$ cat config.mk
export PLATFORM = sky130hd
export DESIGN_NAME = spi_link_bridge
export DESIGN_NICKNAME = d
export VERILOG_FILES = /design/src/rtl/spi_link_pkg.sv /design/src/rtl/spi_sync.sv /design/src/rtl/spi_tx_packer.sv /design/src/rtl/spi_rx_unpacker.sv /design/src/rtl/spi_link_bridge.sv
export SDC_FILE = /design/constraint.sdc
export NUM_CORES = 1
export LEC_CHECK = 0
export CORE_MARGIN = 5
export CORE_UTILIZATION = 40
export CTS_CLUSTER_DIAMETER = 120
export DETAILED_ROUTE_END_ITERATION = 8
export PLACE_DENSITY = 0.71
export SYNTH_ARGS = -nofsm -noshare
export SYNTH_HDL_FRONTEND = slang
export SYNTH_SLANG_ARGS = --single-unit
$ cat constraint.sdc
create_clock -name clk -period 2.26 [get_ports clk]
set_input_delay 0.226 -clock clk [delete_from_list [all_inputs] [get_ports clk]]
set_output_delay 0.226 -clock clk [all_outputs]
set_load 0.01 [all_outputs]
$ cat src/rtl/spi_link_pkg.sv
package spi_link_pkg;
  localparam int FRAME_W = 8;

  typedef struct packed {
    logic       sel;
    logic       rw;
    logic       cs;
    logic       sdat;
    logic [3:0] lo;
  } spi_frame_t;
endpackage

$ cat src/rtl/spi_sync.sv
module spi_sync #(
  parameter int W      = 1,
  parameter int STAGES = 2
) (
  input  logic         clk,
  input  logic         rst,
  input  logic [W-1:0] d,
  output logic [W-1:0] q
);
  logic [W-1:0] st [STAGES];

  genvar g;
  generate
    for (g = 0; g < STAGES; g++) begin : g_stage
      always_ff @(posedge clk) begin
        if (rst) st[g] <= '0;
        else if (g == 0) st[g] <= d;
        else st[g] <= st[(g == 0) ? 0 : g-1];
      end
    end
  endgenerate

  assign q = st[STAGES-1];
endmodule

$ cat src/rtl/spi_tx_packer.sv
module spi_tx_packer
  import spi_link_pkg::*;
#(
  parameter int SYNC_STAGES = 2
) (
  input  logic       clk,
  input  logic       rst,
  input  logic       spi_mode_n,
  input  logic [5:0] ctrl_in,
  input  logic       rw_in,
  input  logic       sel_in,
  input  logic       cs_in,
  output logic       link_bit,
  output logic       link_vld,
  output logic       ovr_flag
);
  localparam int BW = 10;
  localparam int CW = $clog2(FRAME_W);

  logic [BW-1:0] raw, syn;
  logic          s_mode_n, s_cs, s_sel, s_rw;
  logic [5:0]    s_ctrl;
  logic          sclk_d, rise, accept;
  spi_frame_t    frame;
  logic [FRAME_W-1:0] shreg;
  logic [CW-1:0] cnt;

  assign raw = {spi_mode_n, cs_in, sel_in, rw_in, ctrl_in};

  spi_sync #(.W(BW), .STAGES(SYNC_STAGES)) u_sync (
    .clk(clk), .rst(rst), .d(raw), .q(syn)
  );

  assign {s_mode_n, s_cs, s_sel, s_rw, s_ctrl} = syn;

  always_ff @(posedge clk) begin
    if (rst) sclk_d <= 1'b0;
    else     sclk_d <= s_ctrl[5];
  end

  assign rise   = s_ctrl[5] & ~sclk_d;
  assign accept = rise & ~s_mode_n & ~s_sel;

  always_comb begin
    frame.sel  = s_sel;
    frame.rw   = s_rw;
    frame.cs   = s_cs;
    frame.sdat = s_ctrl[4];
    frame.lo   = s_ctrl[3:0];
  end

  always_ff @(posedge clk) begin
    if (rst) begin
      link_vld <= 1'b0;
      link_bit <= 1'b0;
      shreg    <= '0;
      cnt      <= '0;
      ovr_flag <= 1'b0;
    end else begin
      if (accept && link_vld) ovr_flag <= 1'b1;
      if (link_vld) begin
        if (cnt == '0) begin
          link_vld <= 1'b0;
          link_bit <= 1'b0;
        end else begin
          link_bit <= shreg[FRAME_W-1];
          shreg    <= shreg << 1;
          cnt      <= cnt - 1'b1;
        end
      end else if (accept) begin
        link_vld <= 1'b1;
        link_bit <= frame[FRAME_W-1];
        shreg    <= frame << 1;
        cnt      <= CW'(FRAME_W-1);
      end
    end
  end


  ovr_sticky_chk: assert property (@(posedge clk) disable iff (rst)
    $past(ovr_flag) |-> ovr_flag);

  idle_low_chk: assert property (@(posedge clk) disable iff (rst)
    !link_vld |-> !link_bit);

  start_gate_chk: assert property (@(posedge clk) disable iff (rst)
    $rose(link_vld) |-> $past(!s_mode_n && !s_sel));
endmodule

$ cat src/rtl/spi_rx_unpacker.sv
module spi_rx_unpacker
  import spi_link_pkg::*;
#(
  parameter int SCLK_HI = 2
) (
  input  logic       clk,
  input  logic       rst,
  input  logic       link_bit,
  input  logic       link_vld,
  output logic [5:0] rx_ctrl,
  output logic       rx_rw,
  output logic       rx_sel,
  output logic       rx_cs,
  output logic       d7_q,
  output logic       d6_q
);
  localparam int CW = $clog2(FRAME_W);
  localparam int PW = $clog2(SCLK_HI + 1);

  logic [FRAME_W-1:0] shreg;
  logic [CW-1:0]      cnt;
  logic [PW-1:0]      pcnt;
  logic               done;
  spi_frame_t         f;

  assign done = link_vld && (cnt == CW'(FRAME_W-1));
  assign f    = spi_frame_t'({shreg[FRAME_W-2:0], link_bit});

  always_ff @(posedge clk) begin
    if (rst) begin
      shreg   <= '0;
      cnt     <= '0;
      pcnt    <= '0;
      rx_ctrl <= '0;
      rx_rw   <= 1'b0;
      rx_sel  <= 1'b0;
      rx_cs   <= 1'b0;
      d7_q    <= 1'b0;
      d6_q    <= 1'b0;
    end else begin
      if (link_vld) begin
        shreg <= {shreg[FRAME_W-2:0], link_bit};
        cnt   <= done ? '0 : cnt + 1'b1;
      end
      if (done) begin
        rx_ctrl[3:0] <= f.lo;
        rx_ctrl[4]   <= f.sdat;
        rx_ctrl[5]   <= 1'b1;
        rx_rw        <= f.rw;
        rx_sel       <= f.sel;
        rx_cs        <= f.cs;
        d7_q         <= f.sdat;
        d6_q         <= 1'b1;
        pcnt         <= PW'(SCLK_HI);
      end else if (pcnt > PW'(1)) begin
        pcnt <= pcnt - 1'b1;
      end else if (pcnt == PW'(1)) begin
        pcnt       <= '0;
        rx_ctrl[5] <= 1'b0;
        d6_q       <= 1'b0;
      end
    end
  end


  sclk_mirror_chk: assert property (@(posedge clk) disable iff (rst)
    d6_q == rx_ctrl[5]);

  sdat_mirror_chk: assert property (@(posedge clk) disable iff (rst)
    d7_q == rx_ctrl[4]);

  pulse_src_chk: assert property (@(posedge clk) disable iff (rst)
    $rose(rx_ctrl[5]) |-> $past(link_vld && cnt == CW'(FRAME_W-1)));
endmodule

$ cat src/rtl/spi_link_bridge.sv
module spi_link_bridge #(
  parameter int DATA_W      = 18,
  parameter int SYNC_STAGES = 2,
  parameter int SCLK_HI     = 2
) (
  input  logic              clk,
  input  logic              rst,
  input  logic              spi_mode_n,
  input  logic [5:0]        ctrl_in,
  input  logic              rw_in,
  input  logic              sel_in,
  input  logic              cs_in,
  output logic              link_tx_bit,
  output logic              link_tx_vld,
  input  logic              link_rx_bit,
  input  logic              link_rx_vld,
  output logic [5:0]        rx_ctrl,
  output logic              rx_rw,
  output logic              rx_sel,
  output logic              rx_cs,
  output logic [DATA_W-1:0] rx_data,
  output logic              ovr_flag
);
  logic d7, d6;

  spi_tx_packer #(.SYNC_STAGES(SYNC_STAGES)) u_tx (
    .clk(clk), .rst(rst), .spi_mode_n(spi_mode_n), .ctrl_in(ctrl_in),
    .rw_in(rw_in), .sel_in(sel_in), .cs_in(cs_in),
    .link_bit(link_tx_bit), .link_vld(link_tx_vld), .ovr_flag(ovr_flag)
  );

  spi_rx_unpacker #(.SCLK_HI(SCLK_HI)) u_rx (
    .clk(clk), .rst(rst), .link_bit(link_rx_bit), .link_vld(link_rx_vld),
    .rx_ctrl(rx_ctrl), .rx_rw(rx_rw), .rx_sel(rx_sel), .rx_cs(rx_cs),
    .d7_q(d7), .d6_q(d6)
  );

  always_comb begin
    rx_data    = '0;
    rx_data[7] = d7;
    rx_data[6] = d6;
  end
endmodule

==> results.sh <==
export IMPL_p_leak_nw=0.891
export IMPL_rsz0062_at_grt="false"
export IMPL_via_per_inst=4.34
export IMPL_yosys_area_share_simple_pct=18.2
export IMPL_cp_slowest_stage_delay_ps=560
export IMPL_yosysWarnings=0
export IMPL_hp_class="reg2reg"
export IMPL_grt_first_pass_wirelength_um=4770
export IMPL_initial_core_util_pct=41.1
export IMPL_syn_to_final_growth_pct=15.8
export IMPL_nets=250
export IMPL_wirelength_um=2930
export IMPL_ctsHoldBuffers=0
export IMPL_worstSetupPathType="reg2out"
export IMPL_cts_sinks=55
export IMPL_insertion_delay_ps=300
export IMPL_synthAdderAreaFrac_pct=2.40
export IMPL_p_per_area_nw_per_um2=692
export IMPL_tightest_slew_ps=536
export IMPL_synthXorXnorAreaFrac_pct=0
export IMPL_post_cts_buffers=0
export IMPL_ys_ff_latch=55
export IMPL_synth_compound_area_share_pct=8.34
export IMPL_cap_violations=0
export IMPL_fin_setup_tns_ps=0
export IMPL_slew_headroom_pct=64.2
export IMPL_async_flop_share_pct=0
export IMPL_dieArea_um2=6760
export IMPL_ys_flop_type="dfxtp_1"
export IMPL_start_kind="flip-flop"
export IMPL_p_total_mw=1.67
export IMPL_avgRoutedWirePerCell_um=9.68
export IMPL_final_cells=303
export IMPL_via_count=1314
export IMPL_cts_max_path_buffers=2
export IMPL_setup_ws_ps=455
export IMPL_vdd_drop_max_uv=315
export IMPL_fp_coreArea_um2=5070
export IMPL_cts_tree="yes"
export IMPL_period_share_pct=79.9
export IMPL_timing_final_crit_period_ps=1810
export IMPL_place_inst=295
export IMPL_grt_max_degree=56
export IMPL_crit_family="buffers and inverters"
export IMPL_synth_top_family_by_area="simple AND/OR/NAND/NOR gates"
export IMPL_cts_root_buf="clkbuf_8"
export IMPL_cp_slowest_cell="clkdlybuf4s50_1"
export IMPL_num_io_pins=44
export IMPL_cts_buffers=5
export IMPL_status="finished, final reports clean"
export IMPL_htreeDepth=2
export IMPL_preCtsSetupSlack_ps=604
export IMPL_port_buffers=27
export IMPL_critPathArrivalTime_ps=1580
export IMPL_synthMuxAreaShare_pct=7.80
export IMPL_grtUsageTotal_pct=9.15
export IMPL_grt_pass1_vias=1077
export IMPL_drive_above_1_share_pct=8.15
export IMPL_crit_chain="buf_4 -> clkdlybuf4s50_1"
export IMPL_avgSynthCellArea_um2=9.93
export IMPL_hpwlAfterDp_um=2070
export IMPL_synthDistinctLibCells=29
export IMPL_die_width_um=82.2
export IMPL_report_final_slew_viol_count=0
export IMPL_die_h_um=82.2
export IMPL_yosysSeqAreaShare_pct=52.8
export IMPL_path_max_fanout=7
export IMPL_dr_pass1_iters=4
export IMPL_endpoint_kind="output port"
export IMPL_synthCells=210
export IMPL_drc=0
export IMPL_rows=26
export IMPL_antenna_cells=0
export IMPL_setup_viol_count_final=0
export IMPL_antenna_found_initial=0
export IMPL_cp_required_ps=2030
export IMPL_synth_area_um2=2090
export IMPL_drtAntennaViolNets=0
export IMPL_first_iter_violations=44
export IMPL_hold_viol=0
export IMPL_fin_hold_ws_ps=442
export IMPL_fmax_mhz=554
export IMPL_crit_buf_inv=2
export IMPL_clkTransAtPathRegs_ps=90
export IMPL_grt_overflow=0
export IMPL_synth_edf_count=0
export IMPL_fin_skew_ps=3.22
export IMPL_fillers=494
export IMPL_cts_resized=0
export IMPL_gp_congestion=0.724
[final timing paths]
path                              startpoint  slack, ps  depth (start not counted)                         endpoint
max                 u_tx.link_vld$_SDFF_PP0_        450                          2                      link_tx_vld
min reg2reg  u_tx.u_sync.st[0][9]$_SDFF_PP0_        440                          1  u_tx.u_sync.st[1][9]$_SDFF_PP0_
min          u_tx.u_sync.st[0][9]$_SDFF_PP0_        440                          1  u_tx.u_sync.st[1][9]$_SDFF_PP0_
max reg2reg           u_tx.sclk_d$_SDFF_PP0_        610                          4       u_tx.shreg[7]$_SDFFE_PP0P_
[Yosys cell counts, types with 2 or more instances]
master / instances / area (µm²)
dfxtp_1: 55 / 1100
nor2b_1: 23 / 144
nand2_1: 21 / 78.8
buf_4: 20 / 150
nor2_1: 19 / 71.3
a21oi_1: 14 / 70.1
mux2i_1: 14 / 140
a211oi_1: 5 / 37.5
buf_1: 5 / 18.8
inv_1: 5 / 18.8
ha_1: 4 / 50.1
a211oi_2: 3 / 37.5
clkbuf_1: 3 / 11.3
nand2b_1: 2 / 12.5
nand3b_1: 2 / 15.0
nor4b_1: 2 / 17.5
[kinds of logic after synthesis]
kind of cell | after synthesis
buffers and inverters | 35
adders and majority gates | 4
AOI/OAI and AO/OA | 26
DFF | 55
other | 1
muxes | 15
and+or+nand+nor | 74
[sequential cells by signal, indices dropped and copies added, names as in the netlist]
| signal | count |
|---|---|
| u_tx.link_bit | 1 |
| u_rx.pcnt | 2 |
| u_rx.rx_cs | 1 |
| u_rx.rx_ctrl | 6 |
| u_tx.link_vld | 1 |
| u_tx.shreg | 7 |
| u_tx.sclk_d | 1 |
| u_tx.ovr_flag | 1 |
| u_rx.shreg | 7 |
| u_rx.rx_rw | 1 |
| u_tx.u_sync.st | 20 |
| u_rx.rx_sel | 1 |
| u_rx.cnt | 3 |
| u_tx.cnt | 3 |
[stage by stage]
step,utilization [%],area [µm²]
floorplan,-,2140
global placement,45.7,2320
detailed placement,45.7,2320
CTS,47.6,2410
global route,47.6,2410
finish,47.6,2410
[worst reg2reg max path: stages (launching register included)]
cell	delay (ps)
dfxtp_1	320
or4b_4	560
mux2i_4	400
nor2_1	100
a211oi_2	200
[cell usage in the layout, fill, tap and decap left out, drive strengths merged]
cell	synthesis	routed
conb	1	16
dfxtp	55	55
ha	4	4
a21oi	14	14
or3b	1	1
inv	5	5
and2	1	1
nand2b	2	2
nor4b	2	2
clkinv	0	2
clkinvlp	0	1
clkdlybuf4s50	0	26
o22ai	1	1
nor2b	23	23
a221oi	1	1
nor2	20	20
nor3	1	1
nand2	21	21
nand3b	2	2
or4b	1	1
a32oi	1	1
clkbuf	3	5
mux2i	15	15
o21ai	1	1
a211oi	8	8
buf	27	4
[area by class of cell]
cell class | count | area (µm²) | area share, %
sequential | 55 | 1100 | 45.6
multi-input combinational | 135 | 826 | 34.2
clock inverter | 3 | 25.0 | 1.04
inverter | 5 | 18.8 | 0.777
clock buffer | 5 | 68.8 | 2.85
timing repair buffer | 30 | 288 | 11.9
tap | 70 | 87.6 | 3.63
[per-layer routing]
metal	vias up	routed length (µm)	global-route usage (%)	share of wire, %
met1	579	1310	11.2	45
met4	0	63	5.48	2.1
met3	7	207	2.93	7.1
met5	-	0	0	0
met2	32	1350	13.9	46
li1	696	-	-	-
[where the power goes]
group	leakage [nW]	switching [mW]	internal (mW)
clock	0.0443	0.307	0.222
sequential	0.449	0.0156	1.00
combinational	0.397	0.0645	0.0606
No activity file was read; power rests on OpenSTA's default activity.
